**config.mk**
```make
export PLATFORM = sky130hd
export DESIGN_NAME = spk_neuron_ctrl
export DESIGN_NICKNAME = d
export VERILOG_FILES = /design/src/rtl/nrn_pkg.sv /design/src/rtl/nrn_wake.sv /design/src/rtl/nrn_fsm.sv /design/src/rtl/nrn_pot.sv /design/src/rtl/spk_neuron_ctrl.sv
export SDC_FILE = /design/constraint.sdc
export NUM_CORES = 1
export LEC_CHECK = 0
export BUFFER_PORTS_ARGS = -buffer_cell sky130_fd_sc_hd__buf_2
export CORE_MARGIN = 2
export CORE_UTILIZATION = 60
export CTS_BUF_LIST = sky130_fd_sc_hd__clkbuf_4 sky130_fd_sc_hd__clkbuf_8 sky130_fd_sc_hd__clkbuf_16
export DETAILED_ROUTE_END_ITERATION = 7
export PLACE_DENSITY = 0.84
export SLEW_MARGIN = 20
export SYNTH_ARGS = -nofsm -noshare
export SYNTH_HDL_FRONTEND = slang
export SYNTH_HIERARCHICAL = 1
export SYNTH_SLANG_ARGS = --single-unit
```
**constraint.sdc**
```tcl
create_clock -name clk -period 6.2 [get_ports clk]
set_input_delay 1.24 -clock clk [delete_from_list [all_inputs] [get_ports clk]]
set_output_delay 1.24 -clock clk [all_outputs]
set_load 0.01 [all_outputs]
```
**src/rtl/nrn_pkg.sv**
```systemverilog
package nrn_pkg;
    typedef enum logic [1:0] {
        MODE_INPUT,
        MODE_HIDDEN,
        MODE_OUTPUT
    } nrn_mode_e;

    typedef enum logic [2:0] {
        ST_STANDBY,
        ST_UPDATE,
        ST_CHECK,
        ST_FINISH,
        ST_REQ,
        ST_UPDATE2
    } nrn_state_e;

    typedef struct packed {
        logic consume;   // clear captured spikes
        logic sleep;     // drop clock request
        logic upd;       // apply spike delta to potential
        logic fire;      // zero potential on firing
    } nrn_ctl_t;
endpackage

```
**src/rtl/nrn_wake.sv**
```systemverilog
module nrn_wake (
    input  logic       clk,
    input  logic       rst_n,
    input  logic       spk_pos_i,
    input  logic       spk_neg_i,
    input  logic       consume_i,
    input  logic       sleep_i,
    output logic       cap_pos_o,
    output logic       cap_neg_o,
    output logic       clk_req_o,
    output logic       ungate_o
);
    localparam int NCH = 2;

    logic [NCH-1:0] spk, dly, cap, cap_n, rise;
    logic           req_q, req_n;

    assign spk   = {spk_neg_i, spk_pos_i};
    assign rise  = spk & ~dly;
    assign cap_n = rise | (cap & ~{NCH{consume_i}});
    assign req_n = (|cap_n) | (req_q & ~sleep_i);

    always_ff @(posedge clk or negedge rst_n) begin
        if (!rst_n) begin
            dly   <= '0;
            cap   <= '0;
            req_q <= 1'b0;
        end else begin
            dly   <= spk;
            cap   <= cap_n;
            req_q <= req_n;
        end
    end

    // ungate sampled on the falling edge: full low phase before the FSM edge
    always_ff @(negedge clk or negedge rst_n) begin
        if (!rst_n) ungate_o <= 1'b0;
        else        ungate_o <= req_q;
    end

    assign cap_pos_o = cap[0];
    assign cap_neg_o = cap[1];
    assign clk_req_o = req_q;


    wake_on_edge_chk: assert property (@(posedge clk) disable iff (!rst_n)
        (|rise) |=> clk_req_o);


    ungate_after_req_chk: assert property (@(posedge clk) disable iff (!rst_n)
        $rose(ungate_o) |-> $rose(clk_req_o));
endmodule

```
**src/rtl/nrn_fsm.sv**
```systemverilog
module nrn_fsm
    import nrn_pkg::*;
#(
    parameter nrn_mode_e MODE = MODE_HIDDEN
) (
    input  logic       clk,
    input  logic       rst_n,
    input  logic       en_i,
    input  logic       cap_pos_i,
    input  logic       cap_neg_i,
    input  logic       ack_i,
    input  logic       at_thr_i,
    output nrn_ctl_t   ctl_o,
    output logic       req_o,
    output nrn_state_e state_o
);
    nrn_state_e state_q, state_n;
    nrn_ctl_t   ctl;
    logic       any_spk;

    assign any_spk = cap_pos_i | cap_neg_i;

    always_ff @(posedge clk or negedge rst_n) begin
        if (!rst_n)    state_q <= ST_STANDBY;
        else if (en_i) state_q <= state_n;
    end

    always_comb begin
        state_n = state_q;
        ctl     = '0;
        req_o   = 1'b0;
        unique case (state_q)
            ST_STANDBY: begin
                if (any_spk) begin
                    if (MODE == MODE_INPUT) begin
                        ctl.consume = 1'b1;
                        state_n     = ST_REQ;
                    end else begin
                        state_n     = ST_UPDATE;
                    end
                end else begin
                    ctl.sleep = 1'b1;
                end
            end
            ST_UPDATE: begin
                ctl.upd     = 1'b1;
                ctl.consume = 1'b1;
                state_n     = (MODE == MODE_OUTPUT) ? ST_FINISH : ST_CHECK;
            end
            ST_CHECK: begin
                if (at_thr_i) begin
                    ctl.fire = 1'b1;
                    state_n  = ST_REQ;
                end else begin
                    ctl.sleep = 1'b1;
                    state_n   = ST_STANDBY;
                end
            end
            ST_FINISH: begin
                ctl.sleep = 1'b1;
                state_n   = ST_STANDBY;
            end
            ST_REQ: begin
                req_o = 1'b1;
                if (ack_i) begin
                    ctl.sleep = 1'b1;
                    state_n   = ST_STANDBY;
                end else if (any_spk) begin
                    if (MODE == MODE_HIDDEN) state_n = ST_UPDATE2;
                    else                     ctl.consume = 1'b1;
                end
            end
            ST_UPDATE2: begin
                req_o       = 1'b1;
                ctl.upd     = 1'b1;
                ctl.consume = 1'b1;
                if (ack_i) begin
                    ctl.sleep = 1'b1;
                    state_n   = ST_STANDBY;
                end else begin
                    state_n   = ST_REQ;
                end
            end
            default: state_n = ST_STANDBY;
        endcase
    end

    assign ctl_o   = en_i ? ctl : '0;
    assign state_o = state_q;


    ack_ends_req_chk: assert property (@(posedge clk) disable iff (!rst_n)
        (req_o && ack_i && en_i) |=> !req_o);
endmodule

```
**src/rtl/nrn_pot.sv**
```systemverilog
module nrn_pot #(
    parameter int PW       = 9,
    parameter int THR_INIT = 4
) (
    input  logic                 clk,
    input  logic                 rst_n,
    input  logic                 clr_i,
    input  logic                 upd_i,
    input  logic                 fire_i,
    input  logic                 inc_i,
    input  logic                 dec_i,
    input  logic                 idle_i,
    input  logic                 thr_load_i,
    input  logic signed [PW-1:0] thr_val_i,
    output logic signed [PW-1:0] pot_o,
    output logic                 at_thr_o
);
    localparam int MAXI = (1 << (PW - 1)) - 1;
    localparam int MINI = -(1 << (PW - 1));

    logic signed [PW-1:0] pot_q, pot_n, thr_q;
    logic signed [PW:0]   sum;

    always_comb begin
        sum = {pot_q[PW-1], pot_q};
        if (inc_i && !dec_i)      sum = sum + (PW+1)'(1);
        else if (dec_i && !inc_i) sum = sum - (PW+1)'(1);
        if (int'(sum) > MAXI)      pot_n = PW'(MAXI);
        else if (int'(sum) < MINI) pot_n = PW'(MINI);
        else                       pot_n = sum[PW-1:0];
    end

    always_ff @(posedge clk or negedge rst_n) begin
        if (!rst_n) begin
            pot_q <= '0;
            thr_q <= PW'(THR_INIT);
        end else begin
            if (clr_i || fire_i) pot_q <= '0;
            else if (upd_i)      pot_q <= pot_n;
            if (thr_load_i && idle_i) thr_q <= thr_val_i;
        end
    end

    assign pot_o    = pot_q;
    assign at_thr_o = (pot_q >= thr_q);


    sat_high_chk: assert property (@(posedge clk) disable iff (!rst_n)
        (upd_i && !clr_i && inc_i && !dec_i && pot_q == PW'(MAXI)) |=> (pot_q == PW'(MAXI)));


    thr_busy_hold_chk: assert property (@(posedge clk) disable iff (!rst_n)
        (thr_load_i && !idle_i) |=> $stable(thr_q));


    frame_clear_chk: assert property (@(posedge clk) disable iff (!rst_n)
        clr_i |=> (pot_q == '0));


    fire_zero_chk: assert property (@(posedge clk) disable iff (!rst_n)
        fire_i |=> (pot_q == '0));
endmodule

```
**src/rtl/spk_neuron_ctrl.sv**
```systemverilog
module spk_neuron_ctrl
    import nrn_pkg::*;
#(
    parameter nrn_mode_e MODE     = MODE_HIDDEN,
    parameter int        PW       = 9,
    parameter int        THR_INIT = 4
) (
    input  logic                 clk,
    input  logic                 rst_n,
    input  logic                 spk_pos_i,
    input  logic                 spk_neg_i,
    input  logic                 ack_i,
    input  logic                 thr_load_i,
    input  logic signed [PW-1:0] thr_val_i,
    input  logic                 frame_clr_i,
    output logic                 req_o,
    output logic                 clk_req_o,
    output logic                 clk_ungate_o,
    output logic                 pwr_gate_o,
    output logic signed [PW-1:0] pot_o
);
    nrn_ctl_t   ctl;
    nrn_state_e state;
    logic       cap_pos, cap_neg, at_thr, idle;

    nrn_wake u_wake (
        .clk       (clk),
        .rst_n     (rst_n),
        .spk_pos_i (spk_pos_i),
        .spk_neg_i (spk_neg_i),
        .consume_i (ctl.consume),
        .sleep_i   (ctl.sleep),
        .cap_pos_o (cap_pos),
        .cap_neg_o (cap_neg),
        .clk_req_o (clk_req_o),
        .ungate_o  (clk_ungate_o)
    );

    nrn_fsm #(.MODE(MODE)) u_fsm (
        .clk       (clk),
        .rst_n     (rst_n),
        .en_i      (clk_ungate_o),
        .cap_pos_i (cap_pos),
        .cap_neg_i (cap_neg),
        .ack_i     (ack_i),
        .at_thr_i  (at_thr),
        .ctl_o     (ctl),
        .req_o     (req_o),
        .state_o   (state)
    );

    assign idle = (state == ST_STANDBY) && !clk_req_o && !clk_ungate_o;

    nrn_pot #(.PW(PW), .THR_INIT(THR_INIT)) u_pot (
        .clk        (clk),
        .rst_n      (rst_n),
        .clr_i      (frame_clr_i),
        .upd_i      (ctl.upd),
        .fire_i     (ctl.fire),
        .inc_i      (cap_pos),
        .dec_i      (cap_neg),
        .idle_i     (idle),
        .thr_load_i (thr_load_i),
        .thr_val_i  (thr_val_i),
        .pot_o      (pot_o),
        .at_thr_o   (at_thr)
    );

    assign pwr_gate_o = ~clk_req_o;
endmodule

```
==> results of run 1 <==
-- kinds of logic after synthesis --
logic type | Yosys count | synth area share (%)
AOI/OAI and AO/OA | 39 | 17.1
xor gates and xnor gates | 3 | 1.46
adders and majority gates | 13 | 8.91
buffers and inverters | 25 | 7.24
DFF | 27 | 37.7
muxes | 10 | 6.20
and+or+nand+nor | 65 | 21.4
-- state kept, by name, summed over array words and instances (netlist names) --
name	cells
u_wake/clk_req_o	1
u_wake/dly	2
u_pot/thr_q	9
u_pot/pot_o	9
u_fsm/state_o	3
u_wake/cap	2
u_wake/ungate_o	1
-- metal layers --
layer  share of wire (%)  track usage [%]  vias to the layer above  routed length (um)
met1                  42             31.2                      792                1740
met4                 2.3             10.7                        0                  95
met2                  51             46.7                       58                2100
met3                 4.6             3.74                       16                 190
met5                   0                0                        -                   0
li1                    -                -                      716                   -
-- cell type report --
| type | count | area (um2) |
|---|---|---|
| Multi-Input combinational cell | 130 | 990 |
| Fill cell | 230 | 851 |
| Sequential cell | 27 | 677 |
| Timing Repair Buffer | 29 | 148 |
| Inverter | 19 | 71.3 |
| Tap cell | 31 | 38.8 |
| Clock buffer | 3 | 22.5 |
| Clock inverter | 1 | 7.51 |
-- power by group --
part | switching (mW) | internal, mW
registers | 0.114 | 0.230
logic | 0.342 | 0.302
clock network | 0.0550 | 0.0247
total | 0.511 | 0.557
-- metrics by stage --
| step | area [um2] | cells | total power [mW] | hold slack, ns | util [%] |
|---|---|---|---|---|---|
| after global routing | 1950 | 240 | 1.16 | 0.487 | 69.7 |
| after detailed placement | 1920 | 236 | 0.973 | 0.458 | 68.6 |
| after global placement | 1920 | 236 | 0.927 | 0.436 | 68.6 |
| after CTS | 1950 | 240 | 1.05 | 0.476 | 69.7 |
| after floorplan | 1800 | 182 | 0.838 | 0.428 | - |
| final | 1950 | 240 | 1.07 | 0.475 | 69.7 |
-- path summary, 6_finish.rpt --
path / cells past startpoint / to / slack (ns)
worst max-delay path: 1 / clk_ungate_o / 0.79
worst min-delay path: 1 / u_wake/cap[1] / 0.47
worst max register to register: 6 / u_pot/pot_o[7] / 1.21
worst min register to register: 1 / u_wake/cap[1] / 0.47
max in group asynchronous: 2 / u_wake/ungate_o / 2.03
min in group asynchronous: 2 / u_pot/pot_o[0] / 0.88
-- placed cells by master, fill, tap and decap left out, types with 3 or more instances in the layout --
cell / netlist / routed
inv_1: 18 / 18
a21o_1: 3 / 3
and2_1: 3 / 3
nor3_1: 5 / 5
ha_1: 11 / 11
clkbuf_4: 0 / 3
nand3_1: 9 / 9
a21oi_1: 4 / 4
o21ai_0: 6 / 6
nor2_1: 14 / 14
or4_1: 3 / 3
o31a_2: 3 / 3
dfrtp_1: 25 / 25
o221ai_1: 4 / 4
buf_2: 0 / 28
mux2_2: 9 / 9
nand2_1: 10 / 10
==> summary.md, run 1 <==
| Metric | Value |
|---|---|
| Status | complete, no violations |
| CTS tree | built |
| H-tree levels | 1 |
| Wire length per cell | ~17 um |
| Async SR Flop Fraction | 100% |
| Placeable core area | 2810 um2 |
| Least-Margin Pin Slew | 0.639 ns |
| Post-synth EDFFs | 0 |
| Hold-fix buffers at CTS | 0 |
| Clk buf depth | 2 |
| Post-synthesis sequential area ratio | between 30% and 40% |
| Crit-path max FO | 10 |
| CP Buf/Inv Count | 1 |
| Std-Cell Rows | 19 |
| Clock tree sinks | 27 |
| Worst Setup SP | u_wake/ungate_o |
| Static Leak | ~0.94 nW |
| Die W | ~59 um |
| Clock skew | between 0.01 and 0.015 ns |
| Largest area contributor in the netlist | dfrtp_1 |
| First-pass GRT wire length | approximately 6800 um |
| Setup tns final | 0 ns |
| Via density | 6.59 |
| Worst skew pair latency | 0.33 ns |
| Crit path max-delay family | flip-flops |
| DRC | 0 |
| Post-synthesis area per instance | ~10 um2 |
| Critical path class | flip-flop to output pin |
| Largest net degree at the start of global routing | 28 |
| I/O pins | 29 |
| Area of the mapped netlist | 1800 um2 |
| Slowest Stage Delay on Critical Path | ~0.57 ns |
| DRT antenna net count | 0 |
| Grt total ovfl | 0 |
| Top cell type's share of synthesized area | 34.8% |
| CP max-delay cell | dfrtn_1 |
| Fin nets | 237 |
| Synthesized flop and latch total | 27 |
| Clk pin slew, worst setup/hold paths | roughly 0.15 ns |
| Total CTS buffers | 3 |
| Count leader, synth | dfrtp_1 |
| Final Worst Setup Slack | 0.792 ns |
| HP Start | u_wake/dly[1] |
| Layout cells sized above 1 | 30.6% |
| Gpl congestion | between 0.8 and 0.9 |
| Root buffer cell | clkbuf_4 |
| Pre-CTS setup slack | 1.16 ns |
| Mapped Nets | 209 |
| Critical Path AT | about 4.2 ns |
| Post-CTS Setup Bufs | 0 |
| WL final | around 4100 um |
| Type of the most critical hold path | flip-flop to flip-flop |
| RR Startpoint | u_wake/ungate_o |
| Final Slew Violations | 0 |
| Gate Count Post-Synth | approximately 180 |
| Slew HR | a little under three fifths |
| Netlist cell types | 58 |
| Die ar. | approximately 3400 um2 |
| WP data required | a little under 5 ns |
| VDD IR max | between 0.3 and 0.4 mV |
| Initial antenna violation count | 0 |
| Resized cells post-CTS | 0 |
| Initial Util | 64.0% |
| Die height | about 59 um |
| Via count | 1582 |
| PortBufs | 28 |
| 1st-pass router iterations | 4 |
| Global router's overall resource usage | between 20% and 30% |
| Max Cap Viol | 0 |
| Vias in the first global route | around 1500 |
| DP Wirelength | ~3000 um |
| CP Cell Sequence | buf_2 |
| P&R area growth vs syn | 8.77% |
| Hold Vio Cnt, Final | 0 |
| Synth Flop Type | dfrtp_1 |
| Synth cell count leaders | dfrtp_1, inv_1, nor2_1 |
| Iter 0 DRT Violations | about 150 |
| Ant. Diodes | 0 |
| Crit. End Element | output pin |
| Yosys warns | 6 |
| Finish-stage setup viols | 0 |
| Power density over cell area | about 550 nW/um2 |
| RSZ-0062 raised after global routing | no |
| Ranking of synthesized cells by area | dfrtp_1, ha_1, mux2_2 |
| Startpoint Class | flip-flop |
Note: power is estimated with default switching activity, not from simulation.
==> run 2, diff against run 1 <==
--- a/config.mk
+++ b/config.mk
@@ -7,10 +7,10 @@
 export LEC_CHECK = 0
 export BUFFER_PORTS_ARGS = -buffer_cell sky130_fd_sc_hd__buf_2
 export CORE_MARGIN = 2
-export CORE_UTILIZATION = 60
+export CORE_UTILIZATION = 53
 export CTS_BUF_LIST = sky130_fd_sc_hd__clkbuf_4 sky130_fd_sc_hd__clkbuf_8 sky130_fd_sc_hd__clkbuf_16
 export DETAILED_ROUTE_END_ITERATION = 7
-export PLACE_DENSITY = 0.84
+export PLACE_DENSITY = 0.76
 export SLEW_MARGIN = 20
 export SYNTH_ARGS = -nofsm -noshare
 export SYNTH_HDL_FRONTEND = slang
==> run 2 against run 1 <==
Register-to-register slack is essentially flat. Cell count grew 6.3%. Critical path type unchanged. Utilization decreased by 9.6 points. Design area up 0.96%. Global-route usage decreased by 5.0 points. Highest routed layer unchanged. Clock power increased by 2.9%.
==> summary.md, run 2 (synthesized netlist as in run 1, its figures left out) <==
| Metric | Value |
|---|---|
| First-pass GRT wire length | 6680 um (was 6820 um) |
| Max Cap Viol | 0 (unchanged) |
| Vias in the first global route | 1471 (was 1545) |
| Flop2flop setup slack | 1.21 ns (about the same) |
| I/O pins | 29 (unchanged) |
| DRT antenna net count | 0 (unchanged) |
| Initial antenna violation count | 0 (unchanged) |
| Commonest non-fill, non-tap cells in the layout | buf_2, dfrtp_1, inv_1 (unchanged) |
| Hold Vio Cnt, Final | 0 (unchanged) |
| RR Startpoint | u_wake/ungate_o (unchanged) |
| Iter 0 DRT Violations | 166 (was 153) |
| Hold-fix buffers at CTS | 0 (unchanged) |
| WP data required | 4.96 ns (about the same) |
| Least-Margin Pin Slew | 0.619 ns (was 0.639 ns) |
| Post-CTS Setup Bufs | 0 (unchanged) |
| Wire length per cell | 15.1 um (was 17.2 um) |
| FF-to-FF path depth | 6 (unchanged) |
| Std-Cell Rows | 21 (was 19) |
| Switching Share | 47.4% (was 47.8%) |
| Via density | 5.79 (was 6.59) |
| Placeable core area | 3280 um2 (was 2810 um2) |
| Gpl congestion | 0.895 (was 0.883) |
| Critical path class | flip-flop to output pin (unchanged) |
| NetSw | 0.498 mW (was 0.511 mW) |
| Grt total ovfl | 0 (unchanged) |
| Initial Util | 54.7% (was 64.0%) |
| Reg2reg end | u_pot/pot_o[7] (unchanged) |
| Slowest Stage Delay on Critical Path | 0.57 ns (about the same) |
| Clock skew | 0.0129 ns (was 0.0134 ns) |
| 1st-pass router iterations | 4 (unchanged) |
| Type of the most critical hold path | flip-flop to flip-flop (unchanged) |
| HP Start | u_wake/dly[1] (unchanged) |
| Power density over cell area | 533 nW/um2 (was 546 nW/um2) |
| Resized cells post-CTS | 0 (unchanged) |
| P_int | 0.554 mW (was 0.557 mW) |
| DP Wirelength | 2910 um (was 3030 um) |
| CTS tree | built (unchanged) |
| Ant. Diodes | 0 (unchanged) |
| Setup tns final | 0 ns (unchanged) |
| Placed Area | 1940 um2 (was 1920 um2) |
| Crit-path max FO | 10 (unchanged) |
| Die W | 62.2 um (was 58.7 um) |
| DRC | 0 (unchanged) |
| Worst Hold End | u_wake/cap[1] (unchanged) |
| Die height | 62.2 um (was 58.7 um) |
| Crit path max-delay family | flip-flops (unchanged) |
| RSZ-0062 raised after global routing | no (unchanged) |
| Layout cells sized above 1 | 30.6% (unchanged) |
| Crit. End Element | output pin (unchanged) |
| Hold depth | 1 (unchanged) |
| P&R area growth vs syn | 9.82% (was 8.77%) |
| Global router's overall resource usage | 21.1% (was 26.1%) |
| Via count | 1477 (was 1582) |
| PortBufs | 28 (unchanged) |
| Clk pin slew, worst setup/hold paths | 0.16 ns (was 0.15 ns) |
| Seq pwr share | 32.5% (was 32.3%) |
| Critical Path AT | 4.17 ns (about the same) |
| Leading cell type in the layout, fill and taps excluded | buf_2 (unchanged) |
| Clk buf depth | 2 (unchanged) |
| Combinational power share | 59.7% (was 60.3%) |
| Static Leak | 0.944 nW (unchanged) |
| Fin nets | 237 (unchanged) |
| CP Buf/Inv Count | 1 (unchanged) |
| Die ar. | 3870 um2 (was 3450 um2) |
| Worst skew pair latency | 0.33 ns (about the same) |
| Final Slew Violations | 0 (unchanged) |
| Slew HR | 58.5% (was 57.2%) |
| Design Area, Final | 1970 um2 (was 1950 um2) |
| Clock tree sinks | 27 (unchanged) |
| Status | complete, no violations (unchanged) |
| Startpoint Class | flip-flop (unchanged) |
| Root buffer cell | clkbuf_4 (unchanged) |
| Total CTS buffers | 3 (unchanged) |
| Finish-stage setup viols | 0 (unchanged) |
| CP Cell Sequence | buf_2 (unchanged) |
| VDD IR max | 0.264 mV (was 0.303 mV) |
| Clock power frac | 7.8% (was 7.5%) |
| H-tree levels | 1 (unchanged) |
| Filler Cells Inserted | 292 (was 230) |
| Largest net degree at the start of global routing | 28 (unchanged) |
| WL final | 3850 um (was 4120 um) |
| CP max-delay cell | dfrtn_1 (unchanged) |
run 2: worst max-delay path by stage:
stage,startpoint,endpoint,slack (ns),depth (start not counted)
2_1_floorplan,u_wake/ungate_o,u_pot/pot_o[7],1.25,7
3_3_place_gp,u_wake/ungate_o,clk_ungate_o,1.19,1
3_5_place_dp,u_wake/ungate_o,clk_ungate_o,1.16,1
4_1_cts,u_wake/ungate_o,clk_ungate_o,0.79,1
5_1_grt,u_wake/ungate_o,clk_ungate_o,0.73,1
6_report,u_wake/ungate_o,clk_ungate_o,0.79,1
run 2: area by class of cell:
class                           instances  area [um2]  share of cell area [%]
Tap cell                               46        57.6                    2.92
Clock buffer                            3        22.5                    1.14
Multi-Input combinational cell        130         990                    50.2
Timing Repair Buffer                   29         148                    7.48
Sequential cell                        27         677                    34.3
Clock inverter                          1        7.51                   0.380
Inverter                               19        71.3                    3.61
run 2: layer usage:
layer	vias to the layer above	global-route usage, %	wire, um
met5	-	0	0
met4	0	4.72	14
met3	2	2.17	119
met2	38	37.8	2000
met1	720	27.6	1720
li1	717	-	-
run 2: through the flow:
step	power (mW)	util (%)	cells	setup slack, ns	hold slack (ns)
after floorplan	0.838	-	182	1.25	0.428
after CTS	1.05	60.1	255	0.790	0.471
after detailed placement	0.966	59.2	251	1.16	0.451
final	1.05	60.1	255	0.791	0.471
after global placement	0.936	59.2	251	1.19	0.435
after global routing	1.14	60.1	255	0.728	0.494
run 2: power groups by stage:
stage	sequential, mW	clock [mW]	combinational (mW)
5_1_grt	0.356	0.0907	0.693
3_5_place_dp	0.347	0	0.618
4_1_cts	0.343	0.0841	0.622
2_1_floorplan	0.316	0	0.522
3_3_place_gp	0.340	0	0.595
6_report	0.342	0.0820	0.628
==> run 3, diff against run 2 <==
--- a/config.mk
+++ b/config.mk
@@ -5,12 +5,14 @@
 export SDC_FILE = /design/constraint.sdc
 export NUM_CORES = 1
 export LEC_CHECK = 0
+export ABC_AREA = 1
+export ABC_CLOCK_PERIOD_IN_PS = 6200
 export BUFFER_PORTS_ARGS = -buffer_cell sky130_fd_sc_hd__buf_2
 export CORE_MARGIN = 2
 export CORE_UTILIZATION = 53
 export CTS_BUF_LIST = sky130_fd_sc_hd__clkbuf_4 sky130_fd_sc_hd__clkbuf_8 sky130_fd_sc_hd__clkbuf_16
 export DETAILED_ROUTE_END_ITERATION = 7
-export PLACE_DENSITY = 0.76
+export PLACE_DENSITY = 0.75
 export SLEW_MARGIN = 20
 export SYNTH_ARGS = -nofsm -noshare
 export SYNTH_HDL_FRONTEND = slang
==> constraint.sdc (replaced) <==
create_clock -name clk -period 6.2 [get_ports clk]
set_input_delay 1.24 -clock clk [delete_from_list [all_inputs] [get_ports clk]]
set_output_delay 1.24 -clock clk [all_outputs]
set_load 0.02 [all_outputs]
==> run 3 against run 2 <==
Design area is 8.1% higher. Clock skew shrank 0.0014 ns. Global-route usage hardly changed. Critical path depth did not move. Non-clock buffer count unchanged. Hold slack improved by 0.0013 ns. Combinational power fell by 19%. Routed wire length increased by 1.9%. Cell count rose by 32%. Synthesized cell count is 42% higher. Register-to-register slack improved by 0.25 ns. Critical path type unchanged. Highest routed layer unchanged.
==> summary.md, run 3 <==
| Metric | Value |
|---|---|
| Status | complete, no violations (unchanged) |
| DRC | 0 (unchanged) |
| Post-synthesis area per instance | 7.37 um2 (was 9.87 um2) |
| Total CTS buffers | 3 (unchanged) |
| NetSw | 0.450 mW (was 0.498 mW) |
| Max Cap Viol | 0 (unchanged) |
| Area of the mapped netlist | 1910 um2 (was 1800 um2) |
| Post-synthesis sequential area ratio | 35.5% (was 37.7%) |
| Design Area, Final | 2130 um2 (was 1970 um2) |
| H-tree levels | 1 (unchanged) |
| Mapped Nets | 286 (was 209) |
| Hold Vio Cnt, Final | 0 (unchanged) |
| DRT antenna net count | 0 (unchanged) |
| Iter 0 DRT Violations | 117 (was 166) |
| Die W | 64.0 um (was 62.2 um) |
| Grt total ovfl | 0 (unchanged) |
| Std-Cell Rows | 21 (unchanged) |
| Combinational power share | 58.3% (was 59.7%) |
| Resized cells post-CTS | 0 (unchanged) |
| Leading cell type in the layout, fill and taps excluded | nand2_1 (was buf_2) |
| Via density | 5.06 (was 5.79) |
| WP data required | 4.96 ns (about the same) |
| Final hold slack | 0.472 ns (was 0.471 ns) |
| Root buffer cell | clkbuf_4 (unchanged) |
| Die ar. | 4100 um2 (was 3870 um2) |
| Crit. End Element | output pin (unchanged) |
| WL final | 3930 um (was 3850 um) |
| HP Start | u_wake/dly[1] (unchanged) |
| Synth cell count leaders | nand2_1, inv_1, nor2_1 (was dfrtp_1, inv_1, nor2_1) |
| CP max-delay cell | dfrtn_1 (unchanged) |
| Placeable core area | 3390 um2 (was 3280 um2) |
| Critical Path AT | 4.11 ns (was 4.17 ns) |
| Worst skew pair latency | 0.33 ns (about the same) |
| Startpoint Class | flip-flop (unchanged) |
| Gate Count Post-Synth | 259 (was 182) |
| Largest area contributor in the netlist | dfrtp_1 (unchanged) |
| Least-Margin Pin Slew | 0.664 ns (was 0.619 ns) |
| Post-CTS Setup Bufs | 0 (unchanged) |
| Slowest Stage Delay on Critical Path | 0.50 ns (was 0.57 ns) |
| Clock skew | 0.0115 ns (was 0.0129 ns) |
| Flop2flop setup slack | 1.46 ns (was 1.21 ns) |
| Post-synth EDFFs | 0 (unchanged) |
| Crit path max-delay family | flip-flops (unchanged) |
| Ranking of synthesized cells by area | dfrtp_1, nand2_1, ha_1 (was dfrtp_1, ha_1, mux2_2) |
| FF-to-FF path depth | 8 (was 6) |
| RSZ-0062 raised after global routing | no (unchanged) |
| Switching Share | 51.7% (was 47.4%) |
| Gpl congestion | 0.875 (was 0.895) |
| Final Slew Violations | 0 (unchanged) |
| Async SR Flop Fraction | 100% (unchanged) |
| Yosys warns | 6 (unchanged) |
| I/O pins | 29 (unchanged) |
| Final Core Density | 62.9% (was 60.1%) |
| Setup tns final | 0 ns (unchanged) |
| Power density over cell area | 408 nW/um2 (was 533 nW/um2) |
| Crit-path max FO | 5 (was 10) |
| Largest net degree at the start of global routing | 27 (was 28) |
| CP Cell Sequence | buf_2 (unchanged) |
| Finish-stage setup viols | 0 (unchanged) |
| Type of the most critical hold path | flip-flop to flip-flop (unchanged) |
| Wire length per cell | 11.7 um (was 15.1 um) |
| Seq pwr share | 32.6% (was 32.5%) |
| Clk buf depth | 2 (unchanged) |
| Placed Area | 2100 um2 (was 1940 um2) |
| Ant. Diodes | 0 (unchanged) |
| Hold-fix buffers at CTS | 0 (unchanged) |
| DP Wirelength | 3070 um (was 2910 um) |
| Critical path class | flip-flop to output pin (unchanged) |
| VDD IR max | 0.153 mV (was 0.264 mV) |
| CTS tree | built (unchanged) |
| Initial Util | 56.3% (was 54.7%) |
| 1st-pass router iterations | 6 (was 4) |
| Clock tree sinks | 27 (unchanged) |
| Static Leak | 1.19 nW (was 0.944 nW) |
| Vias in the first global route | 1583 (was 1471) |
| Slew HR | 55.6% (was 58.5%) |
| CP Buf/Inv Count | 1 (unchanged) |
| Reg2reg end | u_pot/pot_o[1] (was u_pot/pot_o[7]) |
| Layout cells sized above 1 | 24.1% (was 30.6%) |
| RR Startpoint | u_wake/ungate_o (unchanged) |
| Commonest non-fill, non-tap cells in the layout | nand2_1, inv_1, nor2_1 (was buf_2, dfrtp_1, inv_1) |
| Worst Hold End | u_wake/cap[1] (unchanged) |
| Synthesized flop and latch total | 27 (unchanged) |
| Synth Flop Type | dfrtp_1 (unchanged) |
| Netlist cell types | 34 (was 58) |
| Fin nets | 318 (was 237) |
| Global router's overall resource usage | 21.1% (about the same) |
| First-pass GRT wire length | 6870 um (was 6680 um) |
| Count leader, synth | nand2_1 (was dfrtp_1) |
| Hold depth | 1 (unchanged) |
| Top cell type's share of synthesized area | 32.8% (was 34.8%) |
| P_int | 0.420 mW (was 0.554 mW) |
| PortBufs | 28 (unchanged) |
| Die height | 64.0 um (was 62.2 um) |
| Clock power frac | 9.1% (was 7.8%) |
| Clk pin slew, worst setup/hold paths | 0.16 ns (about the same) |
| Initial antenna violation count | 0 (unchanged) |
| Via count | 1701 (was 1477) |
| P&R area growth vs syn | 11.7% (was 9.82%) |
## run 3: cell families (layout without fill, tap and decap cells)
logic type / count (synthesis) / in the layout / synth area share (%)
AO/OA/AOI/OAI: 26 / 26 / 8.00
XOR/XNOR: 3 / 3 / 1.38
adder cells (fa/ha/maj): 11 / 11 / 7.21
buffers and inverters: 43 / 74 / 8.78
flip-flops: 27 / 27 / 35.5
multiplexers: 1 / 1 / 0.590
AND/OR/NAND/NOR: 148 / 148 / 38.6
## run 3: per-layer routing
layer	vias up	GRT usage (%)	wire length, um
met5	-	0	0
met2	39	34.0	1790
li1	886	-	-
met3	2	2.64	195
met1	774	30.2	1920
met4	0	4.89	29
## run 3: worst max path at each step
stage,start,endpoint,slack [ns],cells after the start
2_1_floorplan,u_wake/ungate_o,clk_ungate_o,1.32,0
3_3_place_gp,u_wake/ungate_o,clk_ungate_o,1.23,1
3_5_place_dp,u_wake/ungate_o,clk_ungate_o,1.21,1
4_1_cts,u_wake/ungate_o,clk_ungate_o,0.84,1
5_1_grt,u_wake/ungate_o,clk_ungate_o,0.80,1
6_report,u_wake/ungate_o,clk_ungate_o,0.85,1
## run 3: final cells by class
class	instances	area, um2
Fill cell	338	1260
Sequential cell	27	677
Clock inverter	1	7.51
Clock buffer	3	22.5
Tap cell	46	57.6
Inverter	41	156
Multi-Input combinational cell	189	1060
Timing Repair Buffer	29	148
## run 3: power by group through the flow
stage	Combinational, mW	Clock [mW]	Sequential (mW)
final	0.507	0.0788	0.284
after floorplan	0.389	0	0.293
after CTS	0.506	0.0823	0.284
after detailed placement	0.504	0	0.288
after global routing	0.570	0.0868	0.294
after global placement	0.494	0	0.288
## run 3: per-stage QoR
stage               std cells  power [mW]  setup slack, ns
finish                    336       0.870            0.851
global route              336       0.950            0.800
CTS                       336       0.873            0.844
detailed placement        332       0.792             1.21
global placement          332       0.782             1.23
floorplan                 259       0.682             1.32
